===== config.mk =====
export PLATFORM = sky130hd
export DESIGN_NAME = bayer_gain_offset
export DESIGN_NICKNAME = d
export VERILOG_FILES = /design/src/rtl/bgo_pkg.sv /design/src/rtl/bgo_cfg_regs.sv /design/src/rtl/bgo_pattern_track.sv /design/src/rtl/bgo_gain_mul.sv /design/src/rtl/bayer_gain_offset.sv
export SDC_FILE = /design/constraint.sdc
export NUM_CORES = 1
export LEC_CHECK = 0
export ABC_AREA = 1
export BUFFER_PORTS_ARGS = -buffer_cell sky130_fd_sc_hd__clkbuf_2
export CORE_MARGIN = 10
export CORE_UTILIZATION = 63
export DETAILED_ROUTE_END_ITERATION = 6
export PLACE_DENSITY = 0.92
export SLEW_MARGIN = 20
export SYNTH_ARGS = -nofsm -noshare
export SYNTH_HDL_FRONTEND = slang
export SYNTH_SLANG_ARGS = --single-unit

===== constraint.sdc =====
create_clock -name clk -period 9.12 [get_ports clk]
set_clock_uncertainty 0.1 [all_clocks]
set_input_delay 0.456 -clock clk [delete_from_list [all_inputs] [get_ports clk]]
set_output_delay 0.456 -clock clk [all_outputs]
set_load 0.05 [all_outputs]

===== src/rtl/bgo_pkg.sv =====
package bgo_pkg;

    typedef enum logic [0:0] {
        S_IDLE   = 1'b0,
        S_ACTIVE = 1'b1
    } frame_state_t;

    localparam int CFG_ADDR_W = 3;
    localparam int CFG_DATA_W = 16;
    localparam int PAT_W      = 16;
    localparam int NUM_COLOUR = 4;

    localparam logic [CFG_ADDR_W-1:0] ADDR_OFFSET  = 3'd4;
    localparam logic [CFG_ADDR_W-1:0] ADDR_PATTERN = 3'd5;

    // Gb,B on odd lines; R,Gr on even lines; same for both fields
    localparam logic [PAT_W-1:0] PAT_RESET = 16'h4E4E;

endpackage


===== src/rtl/bgo_cfg_regs.sv =====
module bgo_cfg_regs
    import bgo_pkg::*;
#(
    parameter int GAIN_W = 12,
    parameter int OFS_W  = 10,
    parameter int FRAC   = 8
) (
    input  logic                                 clk,
    input  logic                                 rst_n,
    input  logic                                 cfg_wr,
    input  logic [CFG_ADDR_W-1:0]                cfg_addr,
    input  logic [CFG_DATA_W-1:0]                cfg_wdata,
    input  logic                                 frame_load,
    output logic [NUM_COLOUR-1:0][GAIN_W-1:0]    eff_gain,
    output logic [OFS_W-1:0]                     eff_offset,
    output logic [PAT_W-1:0]                     eff_pattern
);

    localparam logic [GAIN_W-1:0] GAIN_UNITY = GAIN_W'(1) << FRAC;

    logic [GAIN_W-1:0] stg_gain [NUM_COLOUR];
    logic [GAIN_W-1:0] act_gain [NUM_COLOUR];
    logic [OFS_W-1:0]  stg_offset, act_offset;
    logic [PAT_W-1:0]  stg_pattern, act_pattern;

    always_ff @(posedge clk or negedge rst_n) begin
        if (!rst_n) begin
            for (int c = 0; c < NUM_COLOUR; c++) begin
                stg_gain[c] <= GAIN_UNITY;
                act_gain[c] <= GAIN_UNITY;
            end
            stg_offset  <= '0;
            act_offset  <= '0;
            stg_pattern <= PAT_RESET;
            act_pattern <= PAT_RESET;
        end else begin
            if (frame_load) begin
                for (int c = 0; c < NUM_COLOUR; c++) act_gain[c] <= stg_gain[c];
                act_offset  <= stg_offset;
                act_pattern <= stg_pattern;
            end
            if (cfg_wr) begin
                for (int c = 0; c < NUM_COLOUR; c++)
                    if (cfg_addr == CFG_ADDR_W'(c)) stg_gain[c] <= cfg_wdata[GAIN_W-1:0];
                if (cfg_addr == ADDR_OFFSET)  stg_offset  <= cfg_wdata[OFS_W-1:0];
                if (cfg_addr == ADDR_PATTERN) stg_pattern <= cfg_wdata[PAT_W-1:0];
            end
        end
    end

    for (genvar c = 0; c < NUM_COLOUR; c++) begin : g_eff
        assign eff_gain[c] = frame_load ? stg_gain[c] : act_gain[c];
    end
    assign eff_offset  = frame_load ? stg_offset  : act_offset;
    assign eff_pattern = frame_load ? stg_pattern : act_pattern;

    // working settings only move on a frame load
    p_hold_midframe_r6: assert property (@(posedge clk) disable iff (!rst_n)
        !frame_load |=> ($stable(act_pattern) && $stable(act_offset) && $stable(act_gain[0])));

    p_load_takes_staged_r6: assert property (@(posedge clk) disable iff (!rst_n)
        frame_load |=> (act_pattern == $past(stg_pattern)));

endmodule


===== src/rtl/bgo_pattern_track.sv =====
module bgo_pattern_track
    import bgo_pkg::*;
(
    input  logic             clk,
    input  logic             rst_n,
    input  logic             pix_valid,
    input  logic             pix_sof,
    input  logic             pix_sol,
    input  logic             field_id,
    input  logic [PAT_W-1:0] pattern,
    output logic             accept,
    output logic             frame_load,
    output logic [1:0]       colour
);

    frame_state_t state_q, state_d;
    logic line_odd_q, pix_odd_q, field_q;
    logic cur_line_odd, cur_pix_odd, cur_field;
    logic [1:0] site;
    logic [3:0] bitpos;

    assign frame_load = pix_valid && pix_sof;

    // state register
    always_ff @(posedge clk or negedge rst_n) begin
        if (!rst_n) state_q <= S_IDLE;
        else        state_q <= state_d;
    end

    // next state and acceptance
    always_comb begin
        state_d = state_q;
        accept  = 1'b0;
        unique case (state_q)
            S_IDLE: begin
                if (frame_load) begin     // start_frame
                    state_d = S_ACTIVE;
                    accept  = 1'b1;
                end
            end
            S_ACTIVE: begin               // next_frame on frame_load
                accept = pix_valid;
            end
            default: state_d = S_IDLE;
        endcase
    end

    always_comb begin
        cur_field    = pix_sof ? field_id : field_q;
        cur_line_odd = pix_sof ? 1'b1 : (pix_sol ? ~line_odd_q : line_odd_q);
        cur_pix_odd  = (pix_sof || pix_sol) ? 1'b1 : ~pix_odd_q;
        site         = {~cur_line_odd, ~cur_pix_odd};
        bitpos       = {cur_field, site, 1'b0};
        colour       = pattern[bitpos +: 2];
    end

    always_ff @(posedge clk or negedge rst_n) begin
        if (!rst_n) begin
            line_odd_q <= 1'b1;
            pix_odd_q  <= 1'b0;
            field_q    <= 1'b0;
        end else if (accept) begin
            line_odd_q <= cur_line_odd;
            pix_odd_q  <= cur_pix_odd;
            if (pix_sof) field_q <= field_id;
        end
    end

    // within a line the pixel parity alternates
    p_pix_alternates_r3: assert property (@(posedge clk) disable iff (!rst_n)
        (accept && !pix_sof && !pix_sol) |=> (pix_odd_q != $past(pix_odd_q)));

    // a line start always begins on an odd pixel
    p_line_start_odd_r3: assert property (@(posedge clk) disable iff (!rst_n)
        (accept && pix_sol) |=> pix_odd_q);

    // field only changes on a frame start
    p_field_stable_r9: assert property (@(posedge clk) disable iff (!rst_n)
        !frame_load |=> $stable(field_q));

    // the machine never returns to idle
    p_no_return_idle_r8: assert property (@(posedge clk) disable iff (!rst_n)
        (state_q == S_ACTIVE) |=> (state_q == S_ACTIVE));

endmodule


===== src/rtl/bgo_gain_mul.sv =====
module bgo_gain_mul #(
    parameter int PIX_W  = 10,
    parameter int GAIN_W = 12,
    parameter int OFS_W  = 10,
    parameter int FRAC   = 8
) (
    input  logic              clk,
    input  logic              rst_n,
    input  logic              in_valid,
    input  logic [PIX_W-1:0]  in_data,
    input  logic [GAIN_W-1:0] gain,
    input  logic [OFS_W-1:0]  offset,
    output logic              out_valid,
    output logic [PIX_W-1:0]  out_data
);

    localparam int PROD_W = PIX_W + GAIN_W;
    localparam int SUM_W  = PROD_W - FRAC + 1;
    localparam logic [SUM_W-1:0] PIX_MAX = SUM_W'((1 << PIX_W) - 1);
    localparam logic [GAIN_W-1:0] GAIN_UNITY = GAIN_W'(1) << FRAC;

    logic [PROD_W-1:0] prod;
    logic [SUM_W-1:0]  sum;
    logic [PIX_W-1:0]  clipped;

    always_comb begin
        prod    = PROD_W'(in_data) * PROD_W'(gain);
        sum     = SUM_W'(prod >> FRAC) + SUM_W'(offset);
        clipped = (sum > PIX_MAX) ? PIX_MAX[PIX_W-1:0] : sum[PIX_W-1:0];
    end

    always_ff @(posedge clk or negedge rst_n) begin
        if (!rst_n) begin
            out_valid <= 1'b0;
            out_data  <= '0;
        end else begin
            out_valid <= in_valid;
            if (in_valid) out_data <= clipped;
        end
    end

    // unity gain with no offset passes the pixel unchanged
    p_unity_passes_r4: assert property (@(posedge clk) disable iff (!rst_n)
        (in_valid && gain == GAIN_UNITY && offset == '0) |=> (out_data == $past(in_data)));

    // full-scale input with at least unity gain clips to full scale
    p_clip_full_r5: assert property (@(posedge clk) disable iff (!rst_n)
        (in_valid && in_data == '1 && gain >= GAIN_UNITY) |=> (out_data == '1));

endmodule


===== src/rtl/bayer_gain_offset.sv =====
module bayer_gain_offset
    import bgo_pkg::*;
#(
    parameter int PIX_W  = 10,
    parameter int GAIN_W = 12,
    parameter int OFS_W  = 10,
    parameter int FRAC   = 8
) (
    input  logic                  clk,
    input  logic                  rst_n,
    input  logic                  pix_valid,
    input  logic [PIX_W-1:0]      pix_data,
    input  logic                  pix_sol,
    input  logic                  pix_sof,
    input  logic                  field_id,
    input  logic                  cfg_wr,
    input  logic [CFG_ADDR_W-1:0] cfg_addr,
    input  logic [CFG_DATA_W-1:0] cfg_wdata,
    output logic                  out_valid,
    output logic [PIX_W-1:0]      out_data
);

    logic [NUM_COLOUR-1:0][GAIN_W-1:0] eff_gain;
    logic [OFS_W-1:0]                  eff_offset;
    logic [PAT_W-1:0]                  eff_pattern;
    logic                              accept, frame_load;
    logic [1:0]                        colour;

    bgo_pattern_track u_track (
        .clk        (clk),
        .rst_n      (rst_n),
        .pix_valid  (pix_valid),
        .pix_sof    (pix_sof),
        .pix_sol    (pix_sol),
        .field_id   (field_id),
        .pattern    (eff_pattern),
        .accept     (accept),
        .frame_load (frame_load),
        .colour     (colour)
    );

    bgo_cfg_regs #(.GAIN_W(GAIN_W), .OFS_W(OFS_W), .FRAC(FRAC)) u_cfg (
        .clk         (clk),
        .rst_n       (rst_n),
        .cfg_wr      (cfg_wr),
        .cfg_addr    (cfg_addr),
        .cfg_wdata   (cfg_wdata),
        .frame_load  (frame_load),
        .eff_gain    (eff_gain),
        .eff_offset  (eff_offset),
        .eff_pattern (eff_pattern)
    );

    bgo_gain_mul #(.PIX_W(PIX_W), .GAIN_W(GAIN_W), .OFS_W(OFS_W), .FRAC(FRAC)) u_mul (
        .clk       (clk),
        .rst_n     (rst_n),
        .in_valid  (accept),
        .in_data   (pix_data),
        .gain      (eff_gain[colour]),
        .offset    (eff_offset),
        .out_valid (out_valid),
        .out_data  (out_data)
    );

    // no output without an input pixel one cycle before
    p_no_spurious_r7: assert property (@(posedge clk) disable iff (!rst_n)
        !pix_valid |=> !out_valid);

    // a start-of-frame pixel is always answered
    p_sof_answered_r8: assert property (@(posedge clk) disable iff (!rst_n)
        (pix_valid && pix_sof) |=> out_valid);

endmodule


==> results.md <==
* Status: complete, no violations
* Die ar. at 23,100 sq um
* Synthesized instance count at 1,349
* EDFF count, synth at 0
* Worst R2R Setup Slack at 0.59 ns
* Post-route DRC at 0
* Layout cells sized above 1 at 0.113
* Mean post-synth cell area at 8.15 sq um
* Worst-path maximum fanout at 10
* Top cells by area, synth: dfrtp_1 31%, nand2_1 16%, fa_1 14%
* Top_reg_cell synth: dfrtp_1
* Hold_ws at 0.148 ns
* GR Overflow Total at 0
* Final nets at 1,560
* Reg2Reg Depth at 41
* Slew HR at 0.330
* Vias in the first global route at 9,909
* Crit end category: flop
* Pins Over Slew Limit at 0
* Net Count, Synth at 1,528
* Top-area cell type share of the netlist area at 0.314
* Number of cell rows at 48
* Via-per-instance ratio at 5.86
* Max-cap viol count at 0
* Final-report hold violation count at 0
* Hold path cells at 2
* 1st-iter DRT viols at 1,024
* Via count at 9,483
* Critical Path Most Common Cell: nand2_1
* Gr usage total at 0.245
* Origin of the critical flop-to-flop path: u_track.line_odd_q$_DFFE_PN1P_
* Per-cell routed wire length at 17.7 microns
* Warnings, synthesis at 0
* Setup Viol. Count Final at 0
* Final ANT Viol Nets at 0
* First-pass DRT Iterations at 6
* HP Start: cfg_wdata[14]
* Count of input and output buffers at 46
* CP max-delay cell: dfstp_2
* M2 GR Usage at 0.408
* RePlAce Congestion at 0.995
* Longest Clk Path Bufs at 2
* IO Count at 47
* Most frequent cells in the layout: 480 x nand2_1, 159 x inv_1, 138 x dfrtp_1
* Tcrit/Tclk final at 0.935
* Largest net degree at the start of global routing at 87
* Clk_lat worst skew at 0.44 ns
* CTS Sinks at 163
* Cts bufs inserted at 17
* Inserted Diodes at 0
* Layout area overhead at 9.25%
* Worst-path clk slew at 0.07 ns
* Initial core utilization at 0.640
* Grt met1 use at 0.289
* Commonest non-fill, non-tap cell in the layout: nand2_1
* Initial antenna violation count at 0
* Worst-margin pin slew at 1.00 ns
* Max Clk Rate at 117 MHz
* Min Tclk post-route at 8.53 ns
* CTS H-tree depth at 4
* Netlist Area Pre-Place at 11,000 sq um
* Core ar. at 17,200 sq um
* Post-Route WL at 28,700 microns
* WHS Endpoint: u_cfg.stg_pattern[14]$_DFFE_PN1P_
* GR Util met3 at 0.0593
* Critical R2R Capture: u_mul.out_data[8]$_DFFE_PN0P_
* Seq cells post-synth at 163
* First-pass GRT wire length at 47,400 microns
* Busiest grt layer: met2
* Synth async-reset ratio at 1.00
* Worst min path class: in2reg
* Die X at 152 microns
* CTS tree: done
* Die height at 152 microns
* Final-layout fill cell count at 1,232
* Max incr delay on CP at 0.54 ns
* WP data required at 9.35 ns
* Cell taking the most area after synthesis: dfrtp_1
* Fin area at 12,000 sq um
* Crit path DAT at 8.76 ns
* Crit start category: flop
* Clk root buf: clkbuf_16
* Crit path kind: reg2reg
* Synth cell types at 41
* Seq/Total Area, Yosys at 0.374
* Placed cell area at 11,400 sq um
* Hpwl dp at 19,900 microns
## how the worst max path moves through the flow
stage / from / to / slack, ns
2_1_floorplan: pix_valid / u_mul.out_data[0]$_DFFE_PN0P_ / 1.49
3_3_place_gp: pix_sof / u_mul.out_data[8]$_DFFE_PN0P_ / 0.61
3_5_place_dp: pix_sof / u_mul.out_data[3]$_DFFE_PN0P_ / 0.25
4_1_cts: pix_sof / u_mul.out_data[8]$_DFFE_PN0P_ / 0.35
5_1_grt: u_track.line_odd_q$_DFFE_PN1P_ / u_mul.out_data[8]$_DFFE_PN0P_ / -0.02
6_report: u_track.line_odd_q$_DFFE_PN1P_ / u_mul.out_data[8]$_DFFE_PN0P_ / 0.59
## worst max-delay path: cells and delay by family, from the launching register on
family                     cells  cell delay (ns)
buffers and inverters          8             0.72
xor gates and xnor gates       1             0.16
DFF                            1             0.54
AOI/OAI and AO/OA              7             1.11
and+or+nand+nor               18             2.67
adders and majority gates      7             3.11
## sequential cells by signal, summed over array words and instances, names as in the netlist
register and cells:
u_cfg.act_gain 48, u_cfg.act_offset 10, u_cfg.act_pattern 16, u_cfg.stg_gain 48
u_cfg.stg_offset 10, u_cfg.stg_pattern 16, u_mul.out_data 10, u_mul.out_valid 1
u_track.field_q 1, u_track.line_odd_q 1, u_track.pix_odd_q 1, u_track.state_q 1
## metrics by stage
step | instances | utilization | setup TNS (ns) | setup slack [ns]
final | 1619 | 0.699 | 0 | 0.592
after global routing | 1619 | 0.699 | -0.0166 | -0.0166
after CTS | 1618 | 0.696 | 0 | 0.352
after detailed placement | 1585 | 0.662 | 0 | 0.253
after global placement | 1585 | 0.662 | 0 | 0.610
after floorplan | 1349 | - | 0 | 1.49
## cell usage after synthesis (3+ instances only)
cell / instances
a21oi_1: 31
a31oi_1: 3
buf_1: 13
buf_2: 3
buf_6: 4
clkbuf_1: 21
clkinv_1: 3
dfrtp_1: 138
dfstp_2: 25
fa_1: 78
ha_1: 65
inv_1: 160
mux2_2: 4
nand2_1: 483
nand2_2: 5
nand3_1: 69
nand3_2: 7
nor2_1: 88
nor3_1: 6
o21ai_0: 88
or2_2: 15
xnor2_1: 6
xor2_1: 10
## metal layers
layer,up-vias,share of wire
li1,4255,-
met1,4478,0.38
met2,601,0.49
met3,149,0.086
met4,0,0.049
met5,-,0
## repair_timing
action,in CTS,in global routing
hold buffers,1,0
buffers inserted,0,0
hold endpoints to repair,62,0
setup endpoints to repair,0,10
gates resized for setup,0,17
## cell type report
| class | instances | area, sq um | share of cell area |
|---|---|---|---|
| clock buffer | 19 | 453 | 0.0377 |
| clock inverter | 13 | 124 | 0.0103 |
| inverter | 164 | 619 | 0.0516 |
| multi-input combinational | 981 | 6110 | 0.509 |
| sequential | 163 | 4110 | 0.342 |
| tap | 225 | 282 | 0.0234 |
| timing repair buffer | 53 | 305 | 0.0254 |
| timing repair inverter | 1 | 7.51 | 0.000625 |
## logic make-up (layout without fill, tap and decap cells)
| family | after synthesis | after routing | synth area share |
|---|---|---|---|
| multiplexers | 6 | 6 | 0.00592 |
| AO/OA/AOI/OAI | 130 | 130 | 0.0612 |
| adder cells (fa/ha/maj) | 143 | 143 | 0.216 |
| AND/OR/NAND/NOR | 686 | 686 | 0.257 |
| XOR/XNOR | 16 | 16 | 0.0127 |
| buffers and inverters | 205 | 250 | 0.0731 |
| flip-flops | 163 | 163 | 0.374 |
Power is not shown: default switching activity piles up to over one toggle a cycle in this logic, so the estimate is an artifact.
